===== src/rtl/ras_pkg.sv =====
package ras_pkg;
   // Effective operation after the full/empty guards are applied
   typedef enum logic [1:0] {
      OP_IDLE = 2'd0,
      OP_PUSH = 2'd1,
      OP_POP  = 2'd2,
      OP_SWAP = 2'd3
   } ras_op_e;
endpackage


===== src/rtl/ras_store.sv =====
module ras_store
   import ras_pkg::*;
#(
   parameter int ADDR_W = 24,
   parameter int DEPTH  = 33,
   parameter int CNT_W  = $clog2(DEPTH + 1)
) (
   input  logic              clk,
   input  ras_op_e           op,
   input  logic [CNT_W-1:0]  cnt,
   input  logic [ADDR_W-1:0] wdata,
   output logic [ADDR_W-1:0] top
);
   localparam int IDX_W = (DEPTH > 1) ? $clog2(DEPTH) : 1;

   logic [ADDR_W-1:0] ent [DEPTH];
   logic [IDX_W-1:0]  widx;
   logic [IDX_W-1:0]  ridx;
   logic              we;

   assign ridx = IDX_W'(cnt - CNT_W'(1));
   assign widx = (op == OP_SWAP) ? ridx : IDX_W'(cnt);
   assign we   = (op == OP_PUSH) || (op == OP_SWAP);

   for (genvar i = 0; i < DEPTH; i++) begin : g_ent
      logic [ADDR_W-1:0] q;
      always_ff @(posedge clk) begin
         if (we && (widx == IDX_W'(i))) q <= wdata;
      end
      assign ent[i] = q;
   end

   assign top = (cnt == '0) ? '0 : ent[ridx];
endmodule


===== src/rtl/ras_count.sv =====
module ras_count
   import ras_pkg::*;
#(
   parameter int DEPTH   = 33,
   parameter int HI_MARK = 28,
   parameter int LO_MARK = 3,
   parameter int CNT_W   = $clog2(DEPTH + 1)
) (
   input  logic             clk,
   input  logic             rst_n,
   input  ras_op_e          op,
   output logic [CNT_W-1:0] cnt,
   output logic             empty,
   output logic             full,
   output logic             level
);
   localparam logic [CNT_W-1:0] DEPTH_C = CNT_W'(DEPTH);
   localparam logic [CNT_W-1:0] HI_C    = CNT_W'(HI_MARK);
   localparam logic [CNT_W-1:0] LO_C    = CNT_W'(LO_MARK);

   always_ff @(posedge clk) begin
      if (!rst_n) cnt <= '0;
      else begin
         unique case (op)
            OP_PUSH: cnt <= cnt + CNT_W'(1);
            OP_POP:  cnt <= cnt - CNT_W'(1);
            default: cnt <= cnt;
         endcase
      end
   end

   assign empty = (cnt == '0);
   assign full  = (cnt == DEPTH_C);
   assign level = (cnt <= LO_C) || (cnt >= HI_C);


   flags_excl_chk: assert property (@(posedge clk) disable iff (!rst_n)
      !(empty && full));


   cnt_bound_chk: assert property (@(posedge clk) disable iff (!rst_n)
      cnt <= DEPTH_C);


   swap_hold_chk: assert property (@(posedge clk) disable iff (!rst_n)
      (op == OP_SWAP) |=> $stable(cnt));
endmodule


===== src/rtl/ras_event.sv =====
module ras_event
   import ras_pkg::*;
#(
   parameter int DEPTH   = 33,
   parameter int HI_MARK = 28,
   parameter int CNT_W   = $clog2(DEPTH + 1)
) (
   input  logic             clk,
   input  logic             rst_n,
   input  ras_op_e          op,
   input  logic [CNT_W-1:0] cnt,
   input  logic             err,
   input  logic             ext_err,
   input  logic             irq_en,
   output logic             ovf,
   output logic             irq
);
   localparam logic [CNT_W-1:0] HI_C = CNT_W'(HI_MARK);

   logic hit;
   assign hit = ((op == OP_PUSH) && (cnt + CNT_W'(1) == HI_C)) ||
                ((op == OP_POP)  && (cnt - CNT_W'(1) == HI_C));

   always_ff @(posedge clk) begin
      if (!rst_n) begin
         ovf <= 1'b0;
         irq <= 1'b0;
      end else begin
         ovf <= ovf | err | ext_err;
         irq <= irq_en & hit;
      end
   end


   ovf_sticky_chk: assert property (@(posedge clk) disable iff (!rst_n)
      ovf |=> ovf);


   irq_pulse_chk: assert property (@(posedge clk) disable iff (!rst_n)
      irq |=> !irq);


   irq_level_chk: assert property (@(posedge clk) disable iff (!rst_n)
      irq |-> (cnt == HI_C));
endmodule


===== src/rtl/ret_addr_stack.sv =====
module ret_addr_stack
   import ras_pkg::*;
#(
   parameter int ADDR_W  = 24,
   parameter int LO_W    = 16,
   parameter int DEPTH   = 33,
   parameter int HI_MARK = 28,
   parameter int LO_MARK = 3
) (
   input  logic                 clk,
   input  logic                 rst_n,
   input  logic                 push_i,
   input  logic                 pop_i,
   input  logic [ADDR_W-1:0]    push_addr_i,
   input  logic                 irq_en_i,
   input  logic                 ext_ovf_i,
   output logic [LO_W-1:0]      top_lo_o,
   output logic [ADDR_W-LO_W-1:0] top_hi_o,
   output logic                 empty_o,
   output logic                 full_o,
   output logic                 level_o,
   output logic                 ovf_o,
   output logic                 irq_o
);
   localparam int CNT_W = $clog2(DEPTH + 1);

   if (LO_W >= ADDR_W) begin : g_bad_split
      $error("LO_W must be narrower than ADDR_W");
   end
   if (LO_MARK >= HI_MARK) begin : g_bad_marks
      $error("LO_MARK must lie below HI_MARK");
   end
   if (HI_MARK >= DEPTH) begin : g_bad_depth
      $error("HI_MARK must lie below DEPTH");
   end

   logic [CNT_W-1:0]  cnt;
   logic [ADDR_W-1:0] top;
   ras_op_e           op;
   logic              err;

   always_comb begin
      op = OP_IDLE;
      if (push_i && !pop_i && !full_o)     op = OP_PUSH;
      else if (pop_i && !push_i && !empty_o) op = OP_POP;
      else if (pop_i && push_i && !empty_o)  op = OP_SWAP;
   end

   assign err = (push_i && !pop_i && full_o) || (pop_i && empty_o);

   ras_count #(.DEPTH(DEPTH), .HI_MARK(HI_MARK), .LO_MARK(LO_MARK), .CNT_W(CNT_W)) u_count (
      .clk(clk), .rst_n(rst_n), .op(op), .cnt(cnt),
      .empty(empty_o), .full(full_o), .level(level_o)
   );

   ras_store #(.ADDR_W(ADDR_W), .DEPTH(DEPTH), .CNT_W(CNT_W)) u_store (
      .clk(clk), .op(op), .cnt(cnt), .wdata(push_addr_i), .top(top)
   );

   ras_event #(.DEPTH(DEPTH), .HI_MARK(HI_MARK), .CNT_W(CNT_W)) u_event (
      .clk(clk), .rst_n(rst_n), .op(op), .cnt(cnt), .err(err),
      .ext_err(ext_ovf_i), .irq_en(irq_en_i), .ovf(ovf_o), .irq(irq_o)
   );

   assign top_lo_o = top[LO_W-1:0];
   assign top_hi_o = top[ADDR_W-1:LO_W];


   full_push_chk: assert property (@(posedge clk) disable iff (!rst_n)
      (push_i && !pop_i && full_o) |=> (full_o && ovf_o));


   under_pop_chk: assert property (@(posedge clk) disable iff (!rst_n)
      (pop_i && empty_o) |=> (empty_o && ovf_o));


   empty_top_chk: assert property (@(posedge clk) disable iff (!rst_n)
      empty_o |-> (top_lo_o == '0 && top_hi_o == '0));
endmodule


===== config.mk =====
export PLATFORM = sky130hd
export DESIGN_NAME = ret_addr_stack
export DESIGN_NICKNAME = d
export VERILOG_FILES = /design/src/rtl/ras_pkg.sv /design/src/rtl/ras_store.sv /design/src/rtl/ras_count.sv /design/src/rtl/ras_event.sv /design/src/rtl/ret_addr_stack.sv
export SDC_FILE = /design/constraint.sdc
export NUM_CORES = 1
export LEC_CHECK = 0
export BUFFER_PORTS_ARGS = -buffer_cell sky130_fd_sc_hd__buf_2
export CORE_MARGIN = 10
export CORE_UTILIZATION = 40
export CTS_BUF_LIST = sky130_fd_sc_hd__clkbuf_16
export CTS_CLUSTER_DIAMETER = 30
export CTS_CLUSTER_SIZE = 24
export DETAILED_ROUTE_END_ITERATION = 10
export GPL_ROUTABILITY_DRIVEN = 0
export SLEW_MARGIN = 0
export SYNTH_ARGS = -nofsm -noshare
export SYNTH_HDL_FRONTEND = slang
export SYNTH_SLANG_ARGS = --single-unit

===== constraint.sdc =====
create_clock -name clk -period 6.2 [get_ports clk]
set_input_delay 1.24 -clock clk [delete_from_list [all_inputs] [get_ports clk]]
set_output_delay 1.24 -clock clk [all_outputs]
set_load 0.05 [all_outputs]

# Word level (Yosys, flattened, before mapping)
# Cells that the tools add are included.
dict set report totals {
  word_cells 146
  input_bits 30
  out_inout_bits 29
  reg_bits 800
}
dict set report classes {
  n_lt_le_gt_ge 3
  bitwise_logic 4
  n_mux 9
  reduce_logical 54
  n_eq_ne 38
  addsub 2
}
# cell n
set ops {}
lappend ops {{binary-select mux 24 bit (select 6 bit)} 1}
lappend ops {{== test 6 x 5 -> 1 bit (second input constant)} 18}
lappend ops {{2-to-1 mux 24 bit} 3}
lappend ops {{== test 6 x 4 -> 1 bit (second input constant)} 8}
lappend ops {{logical AND 1 bit} 43}
lappend ops {{== test 6 x 3 -> 1 bit (second input constant)} 4}
lappend ops {{== test 6 x 2 -> 1 bit (second input constant)} 2}
lappend ops {{== test 6 bit (second input constant)} 2}
lappend ops {{zero test 6 bit} 2}
lappend ops {{case mux 6 bit (2 select lines)} 1}
lappend ops {{greater-or-equal comparator 7 bit (second input constant)} 1}
lappend ops {{inverter 6 -> 7 bit} 1}
lappend ops {{adder 6 x 1 -> 6 bit (second input constant)} 1}
lappend ops {{== test 6 x 1 -> 1 bit (second input constant)} 1}
lappend ops {{greater-or-equal comparator 6 x 5 -> 1 bit (second input constant)} 1}
lappend ops {{less-or-equal comparator 6 x 2 -> 1 bit (second input constant)} 1}
lappend ops {{2-to-1 mux 2 bit} 3}
lappend ops {{2-to-1 mux 6 bit} 1}
lappend ops {{subtractor 6 x 1 -> 6 bit (second input constant)} 1}
lappend ops {{== test 2 bit (second input constant)} 2}
lappend ops {{zero test 1 bit} 4}
lappend ops {{logical OR 1 bit} 4}
lappend ops {{== test 2 x 1 -> 1 bit (second input constant)} 1}
lappend ops {{bitwise OR 1 bit} 2}
lappend ops {{other kinds (2)} 2}

# Logic depth before layout (Yosys ltp)
dict set report logic_depth {
  ltp_word 10
  ltp_mapped 13
}

# Cells and area by module
# A second synthesis with hierarchy kept.
dict set report hier_totals {
  cells_unflattened 1520
  hier_area_um2 31453.9
}
# module cells_per_inst seq_area_each_um2 area_per_inst_um2 n_inst
set modules_own_cells {}
lappend modules_own_cells {ras_store 1441 23782.8 30795.8 1}
lappend modules_own_cells {ras_count 66 120.1 531.8 1}
lappend modules_own_cells {ras_event 7 40.0 95.1 1}
lappend modules_own_cells {ret_addr_stack 6 0.0 31.3 1}

# Least setup slack after synthesis
# Ideal clock, no wire load.
dict set report synth_path {
  path_kind {register to output}
  from {register u_count.cnt[0]}
  to {output port top_hi_o[6]}
  path_buffers 5
  setup_slack_ns 1.100
  t_arrival_ns 3.860
  required_ns 4.960
  path_stages_with_launch 13
  cell_sequence {dfxtp_1 -> buf_2 -> inv_1 -> clkbuf_1 -> ha_1 -> buf_4 -> buf_2 -> clkbuf_1 -> mux4_2 -> nand2_1 -> a31oi_1 -> a21oi_1 -> nor4_1}
}
dict set report synth_via {
  elab_chain_cells 6
  elab_cells_between_ends 7
  classes_between {add/sub (1); mux (4); bitwise (1); reduce/logical (1)}
}
# element line_no
set synth_rtl {}
lappend synth_rtl {{start, declared} ras_count.sv:12} ;# output logic [CNT_W-1:0] cnt,
lappend synth_rtl {{start signal, assigned} ras_count.sv:25} ;# OP_PUSH: cnt <= cnt + CNT_W'(1);
lappend synth_rtl {{start signal, assigned} ras_count.sv:26} ;# OP_POP: cnt <= cnt - CNT_W'(1);
lappend synth_rtl {{start signal, assigned} ras_count.sv:27} ;# default: cnt <= cnt;
lappend synth_rtl {{subtractor 6 x 1 -> 6 bit} ras_store.sv:21} ;# assign ridx = IDX_W'(cnt - CNT_W'(1));
lappend synth_rtl {{inverter 6 -> 7 bit (implied by the code)} ras_store.sv:33} ;# assign top = (cnt == '0) ? '0 : ent[ridx];
lappend synth_rtl {{binary-select mux 24 bit (select 6 bit)} ras_store.sv:33}
lappend synth_rtl {{2-to-1 mux 24 bit (implied by the code) (2 in a row)} ras_store.sv:33}
lappend synth_rtl {{2-to-1 mux 24 bit (*)} ras_store.sv:33}
lappend synth_rtl {{end, declared} ret_addr_stack.sv:18} ;# output logic [ADDR_W-LO_W-1:0] top_hi_o,
# Mark *: on every way between the ends. The rest lies on a longest branch, timed or not. The select of a mux whose other input is x is not followed.

# Worst setup path in the final report
dict set report layout_path {
  from {register u_count.cnt[1]}
  to {output port top_lo_o[10]}
}
dict set report layout_via {
  elab_chain_cells 6
  elab_cells_between_ends 7
  classes_between {add/sub (1); mux (4); bitwise (1); reduce/logical (1)}
}
# element line_no
set layout_rtl {}
lappend layout_rtl {{subtractor 6 x 1 -> 6 bit} ras_store.sv:21}
lappend layout_rtl {{inverter 6 -> 7 bit (implied by the code)} ras_store.sv:33}
lappend layout_rtl {{binary-select mux 24 bit (select 6 bit)} ras_store.sv:33}
lappend layout_rtl {{2-to-1 mux 24 bit (implied by the code) (2 in a row)} ras_store.sv:33}
lappend layout_rtl {{2-to-1 mux 24 bit (*)} ras_store.sv:33}
lappend layout_rtl {{end, declared} ret_addr_stack.sv:17} ;# output logic [LO_W-1:0] top_lo_o,
# Marked as above.

==> results.cfg <==
[finish]
area.growth.synth_to_final_pct = 20.5
nFillCells = 6498
fin_util_pct = 48.7
most_common_library_cell_in_the_layout_ignoring_fill_and_taps = edfxtp_1
drive_above_1_share_pct = 28.2
antenna_cells = 0
layout.nets = 1902
layout.cells.most_common_list = 792 x edfxtp_1, 146 x mux2i_1, 137 x clkbuf_16

[logic_synthesis]
synthTopCellsByArea = edfxtp_1 74%, mux4_2 6.8%, mux2i_1 4.6%
netlist.area_leader.share_pct = 74.2
synth_simple_gate_area_share_pct = 4.44
synth.yosys.warnings = 0
post_synth.cell_area_avg_um2 = 18.8
synthDistinctLibCells = 71
number_of_register_bits_inferred_by_synthesis = 800
ys.flop_type = edfxtp_1
post_synthesis_compound_gate_area_fraction_pct = 5.38
asyncSetResetFlopFracSynth_pct = 0
synth_top_family_by_area = multiplexers
synth.net_count = 1744
syn-instance-count = 1708
synth-adder-area-share_pct = 0.234
synth_mux_area_share_pct = 13.0
yosys.area.top_type = edfxtp_1
synth-xor-area-share_pct = 0.406
post_synth_instance_area_um2 = 32100
synth_edf_count = 792
seq_area_frac_synth_pct = 74.7

[worst_setup_path]
crit_required_ns = 4.96
critPathKind = flop to output port
critical_path_peak_fanout = 18
critPathLaunchType = flop
arrival_ns = 4.61
cp-end-kind = output port

[global_routing]
grtUsageTotal_pct = 17.0
grt_pass1_wl_um = 115000
antenna_found_initial = 1
grt_overflow_total = 0
grt_pass1_vias = 17300
grt_max_degree = 98

[route]
drtIter0Drc = 1404
route.vias.total = 16800
drt-wirelength-per-cell_um = 25.8
detail_route.vias_per_cell = 5.55
routed_wl_um = 78100
postRouteAntennaNets = 0
detailedRoute.firstPassIterationCount = 5
drc_violations_left = 0

[cts]
tritoncts = done
cts_setup_buffers = 0
cts_inserted_buffers = 134
h-tree-depth = 4
clk_pin_slew_ns = 0.04
clockBufferDepth = 3
cts_repair_resized_insts = 0
clk_lat_worst_skew_ns = 0.70
holdBufCountCts = 0
clkSinkCount = 800
root_buffer_selected_by_cts = clkbuf_16

[timing]
timing.max_slew.rel_slack_pct = 22.6
grt_setup_unrepaired = false
layout_worst_path_cycle_share_pct = 94.3
largest_clock_skew_in_the_final_design_ns = 0.0168
setup_viol_count_final = 0
finalWorstPathRequiredPeriod_ns = 5.85
hold_viol = 0
clock.fmax_mhz = 171
worstMarginPinSlew_ns = 1.16
finalSetupTns_ns = 0
report.final.slew_viol_count = 0

[outcome]
outcome = finished, final reports clean

[placement]
place.port_buffers = 58
place_hpwl_um = 43200

[floorplan]
die-area_um2 = 91900
die_height_um = 303
num_rows = 103
core_region_area_um2 = 79300
start_util_pct = 40.5
die_w_um = 303
io_pins = 59

[power_and_ir_drop]
swShare_pct = 32.5
switchingPower_mw = 6.19
clockPowerShare_pct = 36.9
internal_power_mw = 12.9
p_comb_share_pct = 30.5
power.share.sequential_pct = 32.6
leakagePower_nw = 12.4
power.density_nw_per_um2 = 493
worst_ir_drop_vdd_v = 0.000449

[job]
max_cap_violations = 0

[min_path]
worstHoldPathType = flop to flop
==> sequential cells by signal, indices dropped and copies added, names as in the netlist <==
| name | count |
|---|---|
| u_store.g_ent.q | 792 |
| u_count.cnt | 6 |
| u_event.irq | 1 |
| u_event.ovf | 1 |
==> power groups by stage <==
stage / registers (mW) / logic, mW / clock network [mW]
6_report: 6.21 / 5.81 / 7.04
5_1_grt: 6.22 / 6.13 / 7.42
4_1_cts: 6.21 / 5.82 / 7.16
3_5_place_dp: 6.31 / 5.79 / 0
3_3_place_gp: 6.30 / 5.76 / 0
2_1_floorplan: 6.27 / 3.65 / 0
==> area by class of cell <==
class / count / area, um^2 / share of cell area, %
clock buffer: 137 / 3430 / 8.87
timing repair buffer: 117 / 1150 / 2.97
inverter: 32 / 120 / 0.311
sequential: 800 / 23900 / 62.0
multi-input combinational: 781 / 7740 / 20.0
tap: 1050 / 1310 / 3.40
clock inverter: 107 / 932 / 2.41
==> synthesized netlist by cell type, types with 3 or more instances <==
cell type	count
mux2i_1	146
inv_1	31
nand2_1	17
a22oi_1	48
o21ai_1	23
nor2_1	47
mux4_2	97
clkbuf_1	31
edfxtp_1	792
buf_6	4
and2b_1	6
nor3_1	14
o22ai_1	24
nor3_2	21
a32oi_1	24
nor2b_1	67
or3_1	3
nand3_1	6
nor4_1	25
buf_4	6
and3_1	5
nand2b_1	6
o21ai_0	27
mux2_2	47
and2_1	6
nor2_2	3
a221oi_1	3
dfxtp_1	8
xnor2_1	6
a22o_1	25
a21oi_1	10
ha_1	6
a31oi_1	4
buf_2	52
a21o_1	24
==> routing by layer <==
metal	track usage (%)	part of all wire (%)	up-vias
li1	-	-	7319
met3	3.50	5.9	121
met4	4.90	1.9	2
met5	0	0.017	-
met1	22.5	42	8801
met2	27.9	50	536
==> stage by stage <==
step / setup WS, ns / area (um^2) / hold WS [ns] / total power [mW] / std cells
finish: 0.354 / 38600 / 0.468 / 19.1 / 3024
global route: 0.122 / 38600 / 0.503 / 19.8 / 3024
detailed placement: 0.919 / 34300 / 0.464 / 12.1 / 2779
CTS: 0.153 / 38600 / 0.474 / 19.2 / 3023
floorplan: 1.10 / 32100 / 0.508 / 9.92 / 1708
global placement: 1.07 / 34300 / 0.457 / 12.1 / 2779
==> worst max-delay path, cell delays in order (launching register included) <==
cell and delay, ns:
dfxtp_1 0.66, inv_1 0.29, ha_1 0.25, buf_4 0.21
xnor2_2 0.20, nor2_2 0.72, buf_4 0.37, a22oi_1 0.11
a21o_1 0.25, a32oi_1 0.48, nor3_2 0.15, buf_12 0.19
==> kinds of logic (layout without fill, tap and decap cells) <==
kind of cell | after synthesis | count (layout)
DFF | 800 | 800
muxes | 290 | 290
and+or+nand+nor | 238 | 238
AOI/OAI and AO/OA | 236 | 236
buffers and inverters | 127 | 393
xor gates and xnor gates | 11 | 11
adders and majority gates | 6 | 6
==> path summary, 6_finish.rpt <==
| kind | from | to | slack, ns | depth (start not counted) |
|---|---|---|---|---|
| max | u_count.cnt[1] | top_lo_o[10] | 0.35 | 11 |
| min | u_event.ovf | u_event.ovf | 0.47 | 1 |
| max reg2reg | u_count.cnt[0] | u_store.g_ent[8].q[11] | 1.97 | 10 |
| min reg2reg | u_event.ovf | u_event.ovf | 0.47 | 1 |
(Power assumes the default switching activity.)
